==> config.mk <==
export PLATFORM = sky130hd
export DESIGN_NAME = wb2csr_bridge
export DESIGN_NICKNAME = d
export VERILOG_FILES = /design/src/rtl/wb2csr_pkg.sv /design/src/rtl/wb2csr_decode.sv /design/src/rtl/wb2csr_seq.sv /design/src/rtl/wb2csr_datapath.sv /design/src/rtl/wb2csr_bridge.sv
export SDC_FILE = /design/constraint.sdc
export NUM_CORES = 1
export LEC_CHECK = 0
export BUFFER_PORTS_ARGS = -buffer_cell sky130_fd_sc_hd__buf_2
export CORE_ASPECT_RATIO = 1.75
export CORE_UTILIZATION = 33
export DETAILED_ROUTE_END_ITERATION = 10
export PLACE_DENSITY_LB_ADDON = 0.1
export SETUP_SLACK_MARGIN = 0.02
export SLEW_MARGIN = 20
export SYNTH_ARGS = -nofsm -noshare
export SYNTH_HDL_FRONTEND = slang
export SYNTH_SLANG_ARGS = --single-unit
==> constraint.sdc <==
create_clock -name clk -period 2.8 [get_ports clk]
set_input_delay 0.28 -clock clk [delete_from_list [all_inputs] [get_ports clk]]
set_output_delay 0.28 -clock clk [all_outputs]
set_load 0.005 [all_outputs]
==> src/rtl/wb2csr_pkg.sv <==
package wb2csr_pkg;

    // Bridge sequencing states
    typedef enum logic [1:0] {
        ST_IDLE = 2'd0,
        ST_WACK = 2'd1,
        ST_RADR = 2'd2,
        ST_RACK = 2'd3
    } br_state_e;

    // Request attributes decoded from the Wishbone side
    typedef struct packed {
        logic valid;
        logic write;
        logic hit;
    } req_kind_t;

    function automatic logic acks_in(br_state_e s);
        return (s == ST_WACK) || (s == ST_RACK);
    endfunction

endpackage

==> src/rtl/wb2csr_decode.sv <==
module wb2csr_decode #(
    parameter int ADDR_W = 30,
    parameter int SEG_W = 8,
    parameter int CSR_AW = 22,
    parameter logic [(SEG_W > 0 ? SEG_W : 1)-1:0] SEG_BASE = '1
) (
    input  logic [ADDR_W-1:0] adr,
    output logic              hit,
    output logic [CSR_AW-1:0] reg_adr
);
    localparam int SEG_LSB = ADDR_W - SEG_W;

    assign reg_adr = adr[CSR_AW-1:0];

    generate
        if (SEG_W == 0) begin : g_noseg
            assign hit = 1'b1;
        end else begin : g_seg
            assign hit = (adr[ADDR_W-1:SEG_LSB] == SEG_BASE);
        end
    endgenerate

endmodule

==> src/rtl/wb2csr_seq.sv <==
module wb2csr_seq
    import wb2csr_pkg::*;
(
    input  logic      clk,
    input  logic      rst,
    input  req_kind_t req,
    output logic      load,
    output logic      rd_sel,
    output logic      ack,
    output logic      we
);
    br_state_e state, state_nx;

    assign load = (state == ST_IDLE) && req.valid && req.hit;

    always_comb begin
        state_nx = state;
        case (state)
            ST_IDLE: if (load) state_nx = req.write ? ST_WACK : ST_RADR;
            ST_WACK: state_nx = ST_IDLE;
            ST_RADR: state_nx = ST_RACK;
            ST_RACK: state_nx = ST_IDLE;
            default: state_nx = ST_IDLE;
        endcase
    end

    always_ff @(posedge clk) begin
        if (rst) state <= ST_IDLE;
        else     state <= state_nx;
    end

    assign ack    = acks_in(state);
    assign we     = (state == ST_WACK);
    assign rd_sel = (state == ST_RACK);


    ack_one_cycle_chk: assert property (@(posedge clk) disable iff (rst)
        ack |=> !ack);


    we_pulse_chk: assert property (@(posedge clk) disable iff (rst)
        we |=> !we);


    read_turn_chk: assert property (@(posedge clk) disable iff (rst)
        (state == ST_RADR) |=> (ack && !we));


    miss_quiet_chk: assert property (@(posedge clk) disable iff (rst)
        (state == ST_IDLE && req.valid && !req.hit) |=> (!ack && !we));

endmodule

==> src/rtl/wb2csr_datapath.sv <==
module wb2csr_datapath #(
    parameter int DATA_W = 32,
    parameter int CSR_AW = 22
) (
    input  logic              clk,
    input  logic              rst,
    input  logic              load,
    input  logic              rd_sel,
    input  logic [CSR_AW-1:0] adr_in,
    input  logic [DATA_W-1:0] wdat_in,
    input  logic [DATA_W-1:0] csr_rdat,
    output logic [CSR_AW-1:0] csr_adr,
    output logic [DATA_W-1:0] csr_wdat,
    output logic [DATA_W-1:0] wb_rdat
);
    always_ff @(posedge clk) begin
        if (rst) begin
            csr_adr  <= '0;
            csr_wdat <= '0;
        end else if (load) begin
            csr_adr  <= adr_in;
            csr_wdat <= wdat_in;
        end
    end

    assign wb_rdat = rd_sel ? csr_rdat : '0;


    adr_hold_chk: assert property (@(posedge clk) disable iff (rst)
        !load |=> $stable(csr_adr));

endmodule

==> src/rtl/wb2csr_bridge.sv <==
module wb2csr_bridge
    import wb2csr_pkg::*;
#(
    parameter int ADDR_W = 30,
    parameter int DATA_W = 32,
    parameter int SEG_W = 8,
    parameter int CSR_AW = ADDR_W - SEG_W,
    parameter logic [(SEG_W > 0 ? SEG_W : 1)-1:0] SEG_BASE = '1
) (
    input  logic              clk,
    input  logic              rst,
    input  logic              wb_cyc,
    input  logic              wb_stb,
    input  logic              wb_we,
    input  logic [ADDR_W-1:0] wb_adr,
    input  logic [DATA_W-1:0] wb_dat_w,
    output logic [DATA_W-1:0] wb_dat_r,
    output logic              wb_ack,
    output logic [CSR_AW-1:0] csr_adr,
    output logic              csr_we,
    output logic [DATA_W-1:0] csr_dat_w,
    input  logic [DATA_W-1:0] csr_dat_r
);
    req_kind_t         req;
    logic              hit, load, rd_sel;
    logic [CSR_AW-1:0] dec_adr;

    wb2csr_decode #(
        .ADDR_W(ADDR_W), .SEG_W(SEG_W), .CSR_AW(CSR_AW), .SEG_BASE(SEG_BASE)
    ) u_decode (
        .adr(wb_adr), .hit(hit), .reg_adr(dec_adr)
    );

    assign req.valid = wb_cyc && wb_stb;
    assign req.write = wb_we;
    assign req.hit   = hit;

    wb2csr_seq u_seq (
        .clk(clk), .rst(rst), .req(req), .load(load),
        .rd_sel(rd_sel), .ack(wb_ack), .we(csr_we)
    );

    wb2csr_datapath #(
        .DATA_W(DATA_W), .CSR_AW(CSR_AW)
    ) u_dp (
        .clk(clk), .rst(rst), .load(load), .rd_sel(rd_sel),
        .adr_in(dec_adr), .wdat_in(wb_dat_w), .csr_rdat(csr_dat_r),
        .csr_adr(csr_adr), .csr_wdat(csr_dat_w), .wb_rdat(wb_dat_r)
    );


    rdata_idle_zero_chk: assert property (@(posedge clk) disable iff (rst)
        (!wb_ack || csr_we) |-> (wb_dat_r == '0));

endmodule

After elaboration in Yosys (flattened, before gate mapping)

Index checks and enable logic that the tools add are counted.

Equality and inequality tests: 5
Muxes and demuxes: 4
Reduce and logical (&&, ||, !) cells: 6

Operator list:

| operator             | count |
|---|---|
| $mux W32             | 1 |
| $eq A8 B8 Y1 const B | 1 |
| $pmux W2 S3          | 1 |
| $eq A2 B2 Y1 const B | 2 |
| $mux W2              | 2 |
| $logic_and A1 B1 Y1  | 3 |
| $eq A2 B1 Y1 const B | 1 |
| $logic_not A2 Y1     | 1 |
| $ne A2 B2 Y1 const B | 1 |
| $reduce_or A2 Y1     | 1 |
| $logic_or A1 B1 Y1   | 1 |

Register bits: 56
Input bits: 99
Output and inout port bits: 88
Logic and storage cells: 18

Longest topological paths before layout

Gate-level depths: netlist of the first run.

Depth after elaboration: 5
Gate-level depth with buffers: 6
Gate-level depth less buffers: 3

Cells and area by module

Synthesis of the first run repeated with hierarchy kept, for this count alone.

Cells, all modules: 247
Area, all modules: 2458.6 um^2

Modules (own cells, without submodules):

| module          | times used | cells an instance | area an instance (um^2) | sequential area each (um^2) |
|---|---|---|---|---|
| wb2csr_datapath | 1          | 209               | 2170.8                  | 1081.0 |
| wb2csr_decode   | 1          | 25                | 181.4                   | 0.0 |
| wb2csr_seq      | 1          | 12                | 100.1                   | 40.0 |
| wb2csr_bridge   | 1          | 1                 | 6.3                     | 0.0 |

Worst setup path before layout of the first run

OpenSTA, ideal clock, no wires.

Path type: register to register
From: reg u_seq.state[0]
To: reg u_dp.csr_adr[19]
Library setup time: 0.072 ns
Arrival: 1.277 ns
Required time: 2.728 ns
Setup slack: 1.452 ns
Stages on the path, launching flop included: 7
Path buffers: 3
Clock period less this slack: 1.348 ns
Cell sequence: dfxtp_1 -> buf_2 -> nand4bb_1 -> nor3_2 -> buf_6 -> buf_12 -> mux2i_1

Cells in the longest elaborated chain, start to end: 3

RTL lines:

| item                             | line                  | text |
|---|---|---|
| from (decl)                      | wb2csr_seq.sv:12      | `br_state_e state, state_nx;` |
| from (signal assigned)           | wb2csr_seq.sv:29      | `else state <= state_nx;` |
| $logic_not A2 Y1                 | wb2csr_seq.sv:14      | `assign load = (state == ST_IDLE) && req.valid && req.hit;` |
| $logic_and A1 B1 Y1 (2 in a row) | wb2csr_seq.sv:14      |  |
| to (signal assigned)             | wb2csr_datapath.sv:21 | `csr_adr <= adr_in;` |
| to (decl)                        | wb2csr_datapath.sv:12 | `output logic [CSR_AW-1:0] csr_adr,` |

Every way passes these cells.
A chain may end at the register's enable or synchronous reset.

Worst setup path after layout of the first run

From: reg u_seq.state[0]
To: out wb_dat_r[4]

Cells in the longest elaborated chain, start to end: 2

RTL lines:

| item         | line                  | text |
|---|---|---|
| $eq A2 B2 Y1 | wb2csr_seq.sv:34      | `assign rd_sel = (state == ST_RACK);` |
| $mux W32     | wb2csr_datapath.sv:26 | `assign wb_rdat = rd_sel ? csr_rdat : '0;` |
| to (decl)    | wb2csr_bridge.sv:17   | `output logic [DATA_W-1:0] wb_dat_r,` |

Every way passes these cells.

==> impl_metrics.py, run 1 <==
metrics = {
    "power_and_ir_drop": {
        "p_comb_share_pct": 8.5,
        "power_mw": 1.55,
        "internal-power_mw": 1.24,
        "switching_share_pct": 20.4,
        "clockPowerShare_pct": 40.2,
        "seqPwrFrac_pct": 51.3,
        "ir_worst_vdd_mv": 0.302,
        "switching_power_mw": 0.317,
        "powerDensity_mw_per_mm2": 403,
        "leakagePower_nw": 1.96,
    },
    "clocking": {
        "cts_buffers": 5,
        "cts.sinks": 56,
        "cts_root_buf": "clkbuf_16",
        "clk_latency_ps": 290,
        "clk_pin_slew_ps": 60,
        "postCtsSetupRepairBufs": 0,
        "htree_levels": 2,
        "cts_tree": "built",
        "post_cts_resized": 0,
        "hold_buffers": 0,
        "cts.path.max_buffers": 2,
    },
    "global_routing": {
        "antenna_found_initial": 0,
        "grt.total_usage_pct": 15.6,
        "grt_pass1_wl_um": 10600,
        "grt_start_max_net_pins": 57,
        "grt_pass1_vias": 2336,
        "grt-ovfl-total": 0,
    },
    "logic_synthesis": {
        "synthTopCellsByCount": "nand2b_1, dfxtp_1, mux2i_1",
        "avgSynthCellArea_um2": 9.73,
        "syn_nets": 385,
        "synthCells": 286,
        "synth_edf_count": 0,
        "synth.yosys.seq_area_share_pct": 40.3,
        "yosysWarnings": 0,
        "async_flop_share_pct": 0,
        "yosysMostFrequentCell": "nand2b_1",
        "synth_top_flop_cell": "dfxtp_1",
        "ys_types": 18,
        "synth-seq-cells": 56,
        "synth_top_area_share_pct": 40.3,
        "synth_top_area_cell": "dfxtp_1",
        "synthesis.area_mm2": 0.00278,
        "synth_area_leaders": "dfxtp_1, nand2b_1, mux2i_1",
    },
    "sta": {
        "whs_ps": 227,
        "finalSetupTns_ps": 0,
        "fin_crit_ps": 1520,
        "tightest_slew_ps": 399,
        "finalMaxSlewViolations": 0,
        "max_freq_mhz": 658,
        "final_hold_viol_count": 0,
        "rsz0062_at_grt": "false",
        "setup_ws_ps": 1280,
        "slew_headroom_pct": 73.4,
        "setup_viol": 0,
        "fin_crit_sh_pct": 54.2,
        "fin_skew_ps": 2.63,
    },
    "detailed_routing": {
        "wirelength_um": 7130,
        "wl_per_cell_um": 12.9,
        "post-route-drc-count": 0,
        "route.vias.total": 2541,
        "viasPerCell": 4.61,
        "drt_iter0_markers": 88,
        "firstDrtPassIters": 4,
        "ant_nets": 0,
    },
    "finish": {
        "n_antenna_cell": 0,
        "final_area_mm2": 0.00386,
        "drive_above_1_share_pct": 43.1,
        "area_growth_pct": 38.6,
        "nNetsFinal": 557,
        "fillers": 812,
    },
    "die": {
        "fp.dieArea_mm2": 0.00882,
        "die_w_um": 71.4,
        "ios": 187,
        "floorplan.initialDensity_pct": 33.7,
        "coreArea_mm2": 0.00826,
        "num_rows": 44,
        "die_y_um": 124,
    },
    "setup_path": {
        "crit_arrival_ps": 1240,
        "path_class": "reg -> out",
        "crit_buf_inv": 2,
        "critPathMaxFanout": 36,
        "cpMaxStageDelayCell": "dfxtp_1",
        "endpoint_kind": "primary output",
        "start_kind": "flip-flop",
        "cp_top_family": "buffers and inverters",
        "crit_required_ps": 2520,
        "path_cells": "buf_4, and3_1, buf_2",
        "slowest_delay_ps": 330,
    },
    "placement": {
        "dp_hpwl_um": 5320,
        "gp_congestion": 0.675,
        "place_ws_ps": 1290,
        "postPlaceCellArea_mm2": 0.00371,
        "port-buffer-count": 186,
    },
    "run": {
        "drv_cap": 0,
    },
    "min_path": {
        "hold_class": "in -> reg",
    },
    "run_status": {
        "status": "finished clean",
    },
}
## registers in the layout (all words and copies together) (netlist names)
register       cells
u_dp.csr_wdat     32
u_dp.csr_adr      22
u_seq.state        2
## path summary, 6_finish.rpt
check                           depth (start not counted)  slack (ps)                              to                     startpoint
worst max-delay path                                    3        1280                     wb_dat_r[4]    u_seq.state[0]$_SDFFE_PP0P_
worst min register to register                          2         470   u_dp.csr_adr[21]$_SDFFE_PP0P_  u_dp.csr_adr[21]$_SDFFE_PP0P_
worst min-delay path                                    2         230     u_seq.state[0]$_SDFFE_PP0P_                          wb_we
worst max register to register                          4        1320  u_dp.csr_wdat[24]$_SDFFE_PP0P_    u_seq.state[0]$_SDFFE_PP0P_
## layout make-up
type / count / area, um^2 / area share, %
multi-input combinational: 204 / 1490 / 38.7
sequential: 56 / 1120 / 29.1
timing repair buffer: 191 / 981 / 25.4
clock buffer: 8 / 146 / 3.79
tap: 92 / 115 / 2.98
## cell usage in the layout (no fill, tap or decap)
master / Yosys / layout
buf_12: 4 / 1
nor3_4: 0 / 1
nand4bb_1: 1 / 1
buf_2: 1 / 186
clkbuf_8: 0 / 1
nor2b_1: 1 / 1
dfxtp_1: 56 / 56
clkbuf_1: 19 / 2
nand4_1: 2 / 2
and2_1: 1 / 1
mux2i_1: 54 / 54
and3_1: 32 / 32
nand2b_1: 108 / 108
a31o_1: 1 / 1
nor3_1: 1 / 1
clkbuf_16: 0 / 5
nor2_1: 1 / 1
buf_4: 1 / 4
a21o_1: 1 / 1
## per-stage QoR
step	util, %	std cells
6_report	46.7	551
5_1_grt	46.7	551
4_1_cts	46.7	551
3_5_place_dp	44.9	543
3_3_place_gp	44.9	543
2_1_floorplan	-	286
## kinds of logic (layout without fill, tap and decap cells)
family / count (synthesis) / in the layout / synth area share (%)
and+or+nand+nor: 148 / 148 / 33.4
DFF: 56 / 56 / 40.3
muxes: 54 / 54 / 19.4
buffers and inverters: 26 / 199 / 6.29
AOI/OAI and AO/OA: 2 / 2 / 0.584
## power groups by stage
| stage | Clock (mW) | Sequential [mW] | Combinational, mW |
|---|---|---|---|
| floorplan | 0 | 0.815 | 0.0564 |
| global placement | 0 | 0.815 | 0.132 |
| detailed placement | 0 | 0.815 | 0.135 |
| CTS | 0.651 | 0.797 | 0.135 |
| global route | 0.684 | 0.796 | 0.148 |
| finish | 0.624 | 0.797 | 0.132 |
## layer usage
layer | part of all wire (%) | GRT usage (%) | vias to the layer above
li1 | - | - | 1277
met2 | 54 | 31.6 | 127
met1 | 36 | 14.4 | 1128
met3 | 7.6 | 3.75 | 9
met5 | 0 | 0 | -
met4 | 1.5 | 6.00 | 0
(Power assumes the default switching activity.)
==> run 2: changes to the inputs <==
==> constraint.sdc (replaced) <==
create_clock -name clk -period 1.28 [get_ports clk]
set_input_delay 0.128 -clock clk [delete_from_list [all_inputs] [get_ports clk]]
set_output_delay 0.128 -clock clk [all_outputs]
set_load 0.005 [all_outputs]
==> impl_metrics.py, run 2 (synthesized netlist as in run 1, its figures left out) <==
metrics = {
    "clocking": {
        "cts_tree": "built",
        "htree_levels": 2,
        "clk_pin_slew_ps": 70,
        "cts.path.max_buffers": 2,
        "cts_buffers": 5,
        "cts.sinks": 56,
        "hold_buffers": 0,
        "clk_latency_ps": 290,
        "cts_root_buf": "clkbuf_16",
    },
    "power_and_ir_drop": {
        "internal-power_mw": 2.72,
        "leakagePower_nw": 2.03,
        "clockPowerShare_pct": 40.4,
        "p_comb_share_pct": 8.8,
        "power_mw": 3.43,
        "switching_share_pct": 20.9,
        "powerDensity_mw_per_mm2": 848,
        "ir_worst_vdd_mv": 0.786,
        "switching_power_mw": 0.716,
        "seqPwrFrac_pct": 50.8,
    },
    "finish": {
        "n_antenna_cell": 0,
        "multi_input_area_mm2": 0.00151,
        "register_area_mm2": 0.00112,
        "instances_no_fill": 558,
        "reg.largest.list": "u_dp.csr_wdat x32, u_dp.csr_adr x22, u_seq.state x2",
        "area_growth_pct": 45.3,
        "largest_reg_flops": 32,
        "mostFrequentLayoutCells": "buf_2, nand2b_1, dfxtp_1",
        "drive_above_1_share_pct": 44.4,
        "nNetsFinal": 564,
        "fillers": 805,
        "layout_commonest_cell": "buf_2",
        "regMostFlops": "u_dp.csr_wdat",
        "utilization_pct": 49.0,
    },
    "setup_path": {
        "crit_arrival_ps": 1220,
        "critPathMaxFanout": 34,
        "path_cells": "buf_4, and3_1, buf_2",
        "endpoint_kind": "primary output",
        "start_kind": "flip-flop",
        "cpMaxStageDelayCell": "dfxtp_1",
        "crit_required_ps": 1150,
        "path_class": "reg -> out",
        "cp_top_family": "buffers and inverters",
        "crit_buf_inv": 2,
        "slowest_delay_ps": 330,
    },
    "sta": {
        "final_hold_viol_count": 0,
        "fin_skew_ps": 2.16,
        "rsz0062_at_grt": "true",
        "setup_ws_ps": -69.1,
        "slew_headroom_pct": 85.2,
        "fin_crit_sh_pct": 105,
        "finalSetupTns_ps": -1340,
        "max_freq_mhz": 741,
        "setup_viol": 71,
        "finalMaxSlewViolations": 0,
        "whs_ps": 85.6,
        "tightest_slew_ps": 223,
        "fin_crit_ps": 1350,
    },
    "min_path": {
        "hold_class": "in -> reg",
    },
    "die": {
        "coreArea_mm2": 0.00826,
        "die_w_um": 71.4,
        "num_rows": 44,
        "floorplan.initialDensity_pct": 33.7,
        "ios": 187,
        "die_y_um": 124,
        "fp.dieArea_mm2": 0.00882,
    },
    "detailed_routing": {
        "drt_iter0_markers": 59,
        "viasPerCell": 4.62,
        "firstDrtPassIters": 4,
        "post-route-drc-count": 0,
        "route.vias.total": 2578,
        "ant_nets": 0,
        "wirelength_um": 7380,
        "wl_per_cell_um": 13.2,
    },
    "global_routing": {
        "grt_pass1_wl_um": 10900,
        "grt.total_usage_pct": 16.4,
        "grt_start_max_net_pins": 59,
        "grt_pass1_vias": 2306,
        "grt-ovfl-total": 0,
        "antenna_found_initial": 0,
    },
    "run_status": {
        "violations": "negative setup slack",
        "status": "finished with violations",
    },
    "placement": {
        "port-buffer-count": 186,
        "gp_congestion": 0.723,
        "dp.cells": 545,
        "dp_hpwl_um": 5300,
    },
    "run": {
        "drv_cap": 0,
    },
}
run 2: cell count changes in the layout (fill, tap and decap cells not counted), sizes merged:
cell | before | now
buf | 191 | 197
clkbuf | 8 | 9
run 2: final timing paths:
| check | cells past startpoint | endpoint | startpoint | slack [ps] |
|---|---|---|---|---|
| max | 3 | wb_dat_r[7] | u_seq.state[1]$_SDFFE_PP0P_ | -70 |
| min | 2 | u_seq.state[0]$_SDFFE_PP0P_ | wb_we | 90 |
| max reg2reg | 5 | u_dp.csr_adr[1]$_SDFFE_PP0P_ | u_seq.state[1]$_SDFFE_PP0P_ | -50 |
| min reg2reg | 2 | u_dp.csr_wdat[4]$_SDFFE_PP0P_ | u_dp.csr_wdat[4]$_SDFFE_PP0P_ | 470 |
run 2: layout make-up:
| type | instances | area share [%] |
|---|---|---|
| Tap cell | 92 | 2.84 |
| Timing Repair Buffer | 198 | 28.5 |
| Sequential cell | 56 | 27.7 |
| Multi-Input combinational cell | 204 | 37.3 |
| Clock buffer | 8 | 3.62 |
run 2: repair_timing:
action                                  in CTS  in global routing
hold endpoints to repair                     0                  0
gates resized for setup                      9                  4
setup buffers                                2                  0
pin swaps                                    1                  2
endpoints found under the setup margin      89                 89
gates cloned                                 2                  1
run 2: power by group through the flow:
stage                     registers (mW)  logic [mW]  clock network [mW]
after floorplan                     1.78       0.124                   0
after global placement              1.78       0.295                   0
after detailed placement            1.78       0.302                   0
after CTS                           1.74       0.308                1.44
after global routing                1.74       0.336                1.50
final                               1.74       0.301                1.39
run 2: routing by layer:
| metal | part of all wire [%] | up-vias | global-route usage (%) |
|---|---|---|---|
| met2 | 53 | 128 | 31.1 |
| met1 | 38 | 1148 | 16.8 |
| met3 | 8.0 | 7 | 4.07 |
| met5 | 0 | - | 0 |
| li1 | - | 1295 | - |
| met4 | 1.5 | 0 | 6.63 |
run 2: through the flow:
stage	setup slack, ps	area, um^2
after floorplan	-49.3	2790
after global placement	-34.0	3750
after detailed placement	-108	3750
after CTS	-118	4010
after global routing	-136	4050
final	-69.1	4050
==> run 3: changes to the inputs <==
--- a/config.mk
+++ b/config.mk
@@ -11,6 +11,7 @@
 export DETAILED_ROUTE_END_ITERATION = 10
 export PLACE_DENSITY_LB_ADDON = 0.1
 export SETUP_SLACK_MARGIN = 0.02
+export SKIP_LAST_GASP = 1
 export SLEW_MARGIN = 20
 export SYNTH_ARGS = -nofsm -noshare
 export SYNTH_HDL_FRONTEND = slang
==> constraint.sdc (replaced) <==
create_clock -name clk -period 1.45 [get_ports clk]
set_input_delay 0.145 -clock clk [delete_from_list [all_inputs] [get_ports clk]]
set_output_delay 0.145 -clock clk [all_outputs]
set_load 0.005 [all_outputs]
==> impl_metrics.py, run 3 (synthesized netlist as in run 1, its figures left out) <==
metrics = {
    "setup_path": {
        "slowest_delay_ps": 310,
        "rrSetupSlack_ps": 40,
        "crit_start": "u_seq.state[1]$_SDFFE_PP0P_",
        "crit_arrival_ps": 1640,
        "path_cells": "nand4bb_4, nor3_4, buf_12, clkbuf_16, mux2i_1",
        "cp_top_family": "simple AND/OR/NAND/NOR gates",
        "critical_path.endpoint": "u_dp.csr_adr[14]$_SDFFE_PP0P_",
        "crit_buf_inv": 2,
        "cpMaxStageDelayCell": "dfxtp_1",
        "start_kind": "flip-flop",
        "critPathMaxFanout": 11,
        "worst-path-stages": 5,
        "crit_required_ps": 1670,
        "rr_worst_depth": 5,
        "path_class": "reg -> reg",
        "r2r-end": "u_dp.csr_adr[14]$_SDFFE_PP0P_",
        "r2r_start": "u_seq.state[1]$_SDFFE_PP0P_",
        "endpoint_kind": "flip-flop",
    },
    "run_status": {
        "status": "finished clean",
    },
    "clocking": {
        "cts_tree": "built",
        "cts_buffers": 5,
        "clk_pin_slew_ps": 70,
        "cts_root_buf": "clkbuf_16",
        "clk_latency_ps": 300,
        "cts.path.max_buffers": 2,
        "hold_buffers": 0,
        "cts.sinks": 56,
        "htree_levels": 2,
    },
    "power_and_ir_drop": {
        "internal-power_mw": 2.52,
        "seqPwrFrac_pct": 48.2,
        "p_comb_share_pct": 8.3,
        "power_mw": 3.19,
        "ir_worst_vdd_mv": 0.638,
        "leakagePower_nw": 2.06,
        "switching_power_mw": 0.672,
        "switching_share_pct": 21.1,
        "clockPowerShare_pct": 43.5,
        "powerDensity_mw_per_mm2": 779,
    },
    "finish": {
        "nNetsFinal": 566,
        "area_growth_pct": 47.1,
        "final_area_mm2": 0.00409,
        "utilization_pct": 49.6,
        "register_area_mm2": 0.00112,
        "mostFrequentLayoutCells": "buf_2, nand2b_1, dfxtp_1",
        "instances_no_fill": 560,
        "largest_reg_flops": 32,
        "layout_commonest_cell": "buf_2",
        "drive_above_1_share_pct": 45.1,
        "fillers": 797,
        "reg.largest.list": "u_dp.csr_wdat x32, u_dp.csr_adr x22, u_seq.state x2",
        "multi_input_area_mm2": 0.00151,
        "regMostFlops": "u_dp.csr_wdat",
        "n_antenna_cell": 0,
    },
    "sta": {
        "rsz0062_at_grt": "true",
        "final_hold_viol_count": 0,
        "fin_crit_sh_pct": 97.6,
        "finalMaxSlewViolations": 0,
        "slew_headroom_pct": 82.4,
        "whs_ps": 98.4,
        "fin_skew_ps": 5.09,
        "fin_crit_ps": 1410,
        "finalSetupTns_ps": 0,
        "tightest_slew_ps": 265,
        "setup_viol": 0,
        "max_freq_mhz": 707,
        "setup_ws_ps": 35.3,
    },
    "min_path": {
        "hold_class": "in -> reg",
    },
    "global_routing": {
        "antenna_found_initial": 1,
        "grt_start_max_net_pins": 37,
        "grt_pass1_wl_um": 10900,
        "grt_pass1_vias": 2400,
        "grt.total_usage_pct": 16.1,
        "grt-ovfl-total": 0,
    },
    "detailed_routing": {
        "route.vias.total": 2622,
        "wirelength_um": 7740,
        "post-route-drc-count": 0,
        "wl_per_cell_um": 13.8,
        "ant_nets": 0,
        "viasPerCell": 4.68,
        "drt_iter0_markers": 70,
        "firstDrtPassIters": 4,
    },
    "run": {
        "drv_cap": 0,
    },
    "die": {
        "die_y_um": 124,
        "num_rows": 44,
        "fp.dieArea_mm2": 0.00882,
        "die_w_um": 71.4,
        "ios": 187,
        "coreArea_mm2": 0.00826,
        "floorplan.initialDensity_pct": 33.7,
    },
    "placement": {
        "dp_hpwl_um": 5540,
        "port-buffer-count": 186,
        "gp_congestion": 0.709,
        "postPlaceCellArea_mm2": 0.00376,
        "dp.cells": 546,
        "place_ws_ps": 38.6,
    },
}
[run 3: changes by cell type in the layout (fill, tap and decap cells not counted), sizes merged]
cell      previous run  this run
buf                197       196
bufinv               0         1
clkinv               0         1
clkinvlp             0         1
[run 3: repair_timing]
action	CTS	global route
buffers inserted	0	1
endpoints found under the setup margin	10	41
pin swaps	0	2
gates resized for setup	0	5
cloned	0	5
[run 3: how the worst min path moves through the flow]
| stage | from | end | slack, ps | cells past startpoint |
|---|---|---|---|---|
| floorplan | wb_we | u_seq.state[0]$_SDFFE_PP0P_ | 280 | 1 |
| global placement | wb_dat_w[29] | u_dp.csr_wdat[29]$_SDFFE_PP0P_ | 410 | 3 |
| detailed placement | wb_adr[3] | u_dp.csr_adr[3]$_SDFFE_PP0P_ | 410 | 3 |
| CTS | wb_dat_w[10] | u_dp.csr_wdat[10]$_SDFFE_PP0P_ | 90 | 3 |
| global route | wb_dat_w[14] | u_dp.csr_wdat[14]$_SDFFE_PP0P_ | 100 | 3 |
| finish | wb_adr[6] | u_dp.csr_adr[6]$_SDFFE_PP0P_ | 100 | 3 |
[run 3: power by group through the flow]
stage	Sequential [mW]	Combinational [mW]	Clock, mW
floorplan	1.57	0.109	0
global placement	1.57	0.261	0
detailed placement	1.57	0.266	0
CTS	1.54	0.267	1.43
global route	1.54	0.297	1.48
finish	1.54	0.266	1.39
[run 3: worst min-delay path: stages]
cell and delay, ps:
buf_2 100, nand2b_1 50, mux2i_1 60
[run 3: layout make-up]
type | count | share of cell area [%]
Multi-Input combinational cell | 204 | 36.9
Timing Repair Buffer | 200 | 28.8
Sequential cell | 56 | 27.4
Clock buffer | 5 | 3.06
Tap cell | 92 | 2.81
Clock inverter | 3 | 1.04
[run 3: per-layer routing]
layer  wire [um]  part of all wire [%]  track usage, %
met4         197                   2.5            8.38
met3         593                   7.7            4.32
met5          13                  0.17               0
met1        2820                    36            15.0
met2        4110                    53            31.4
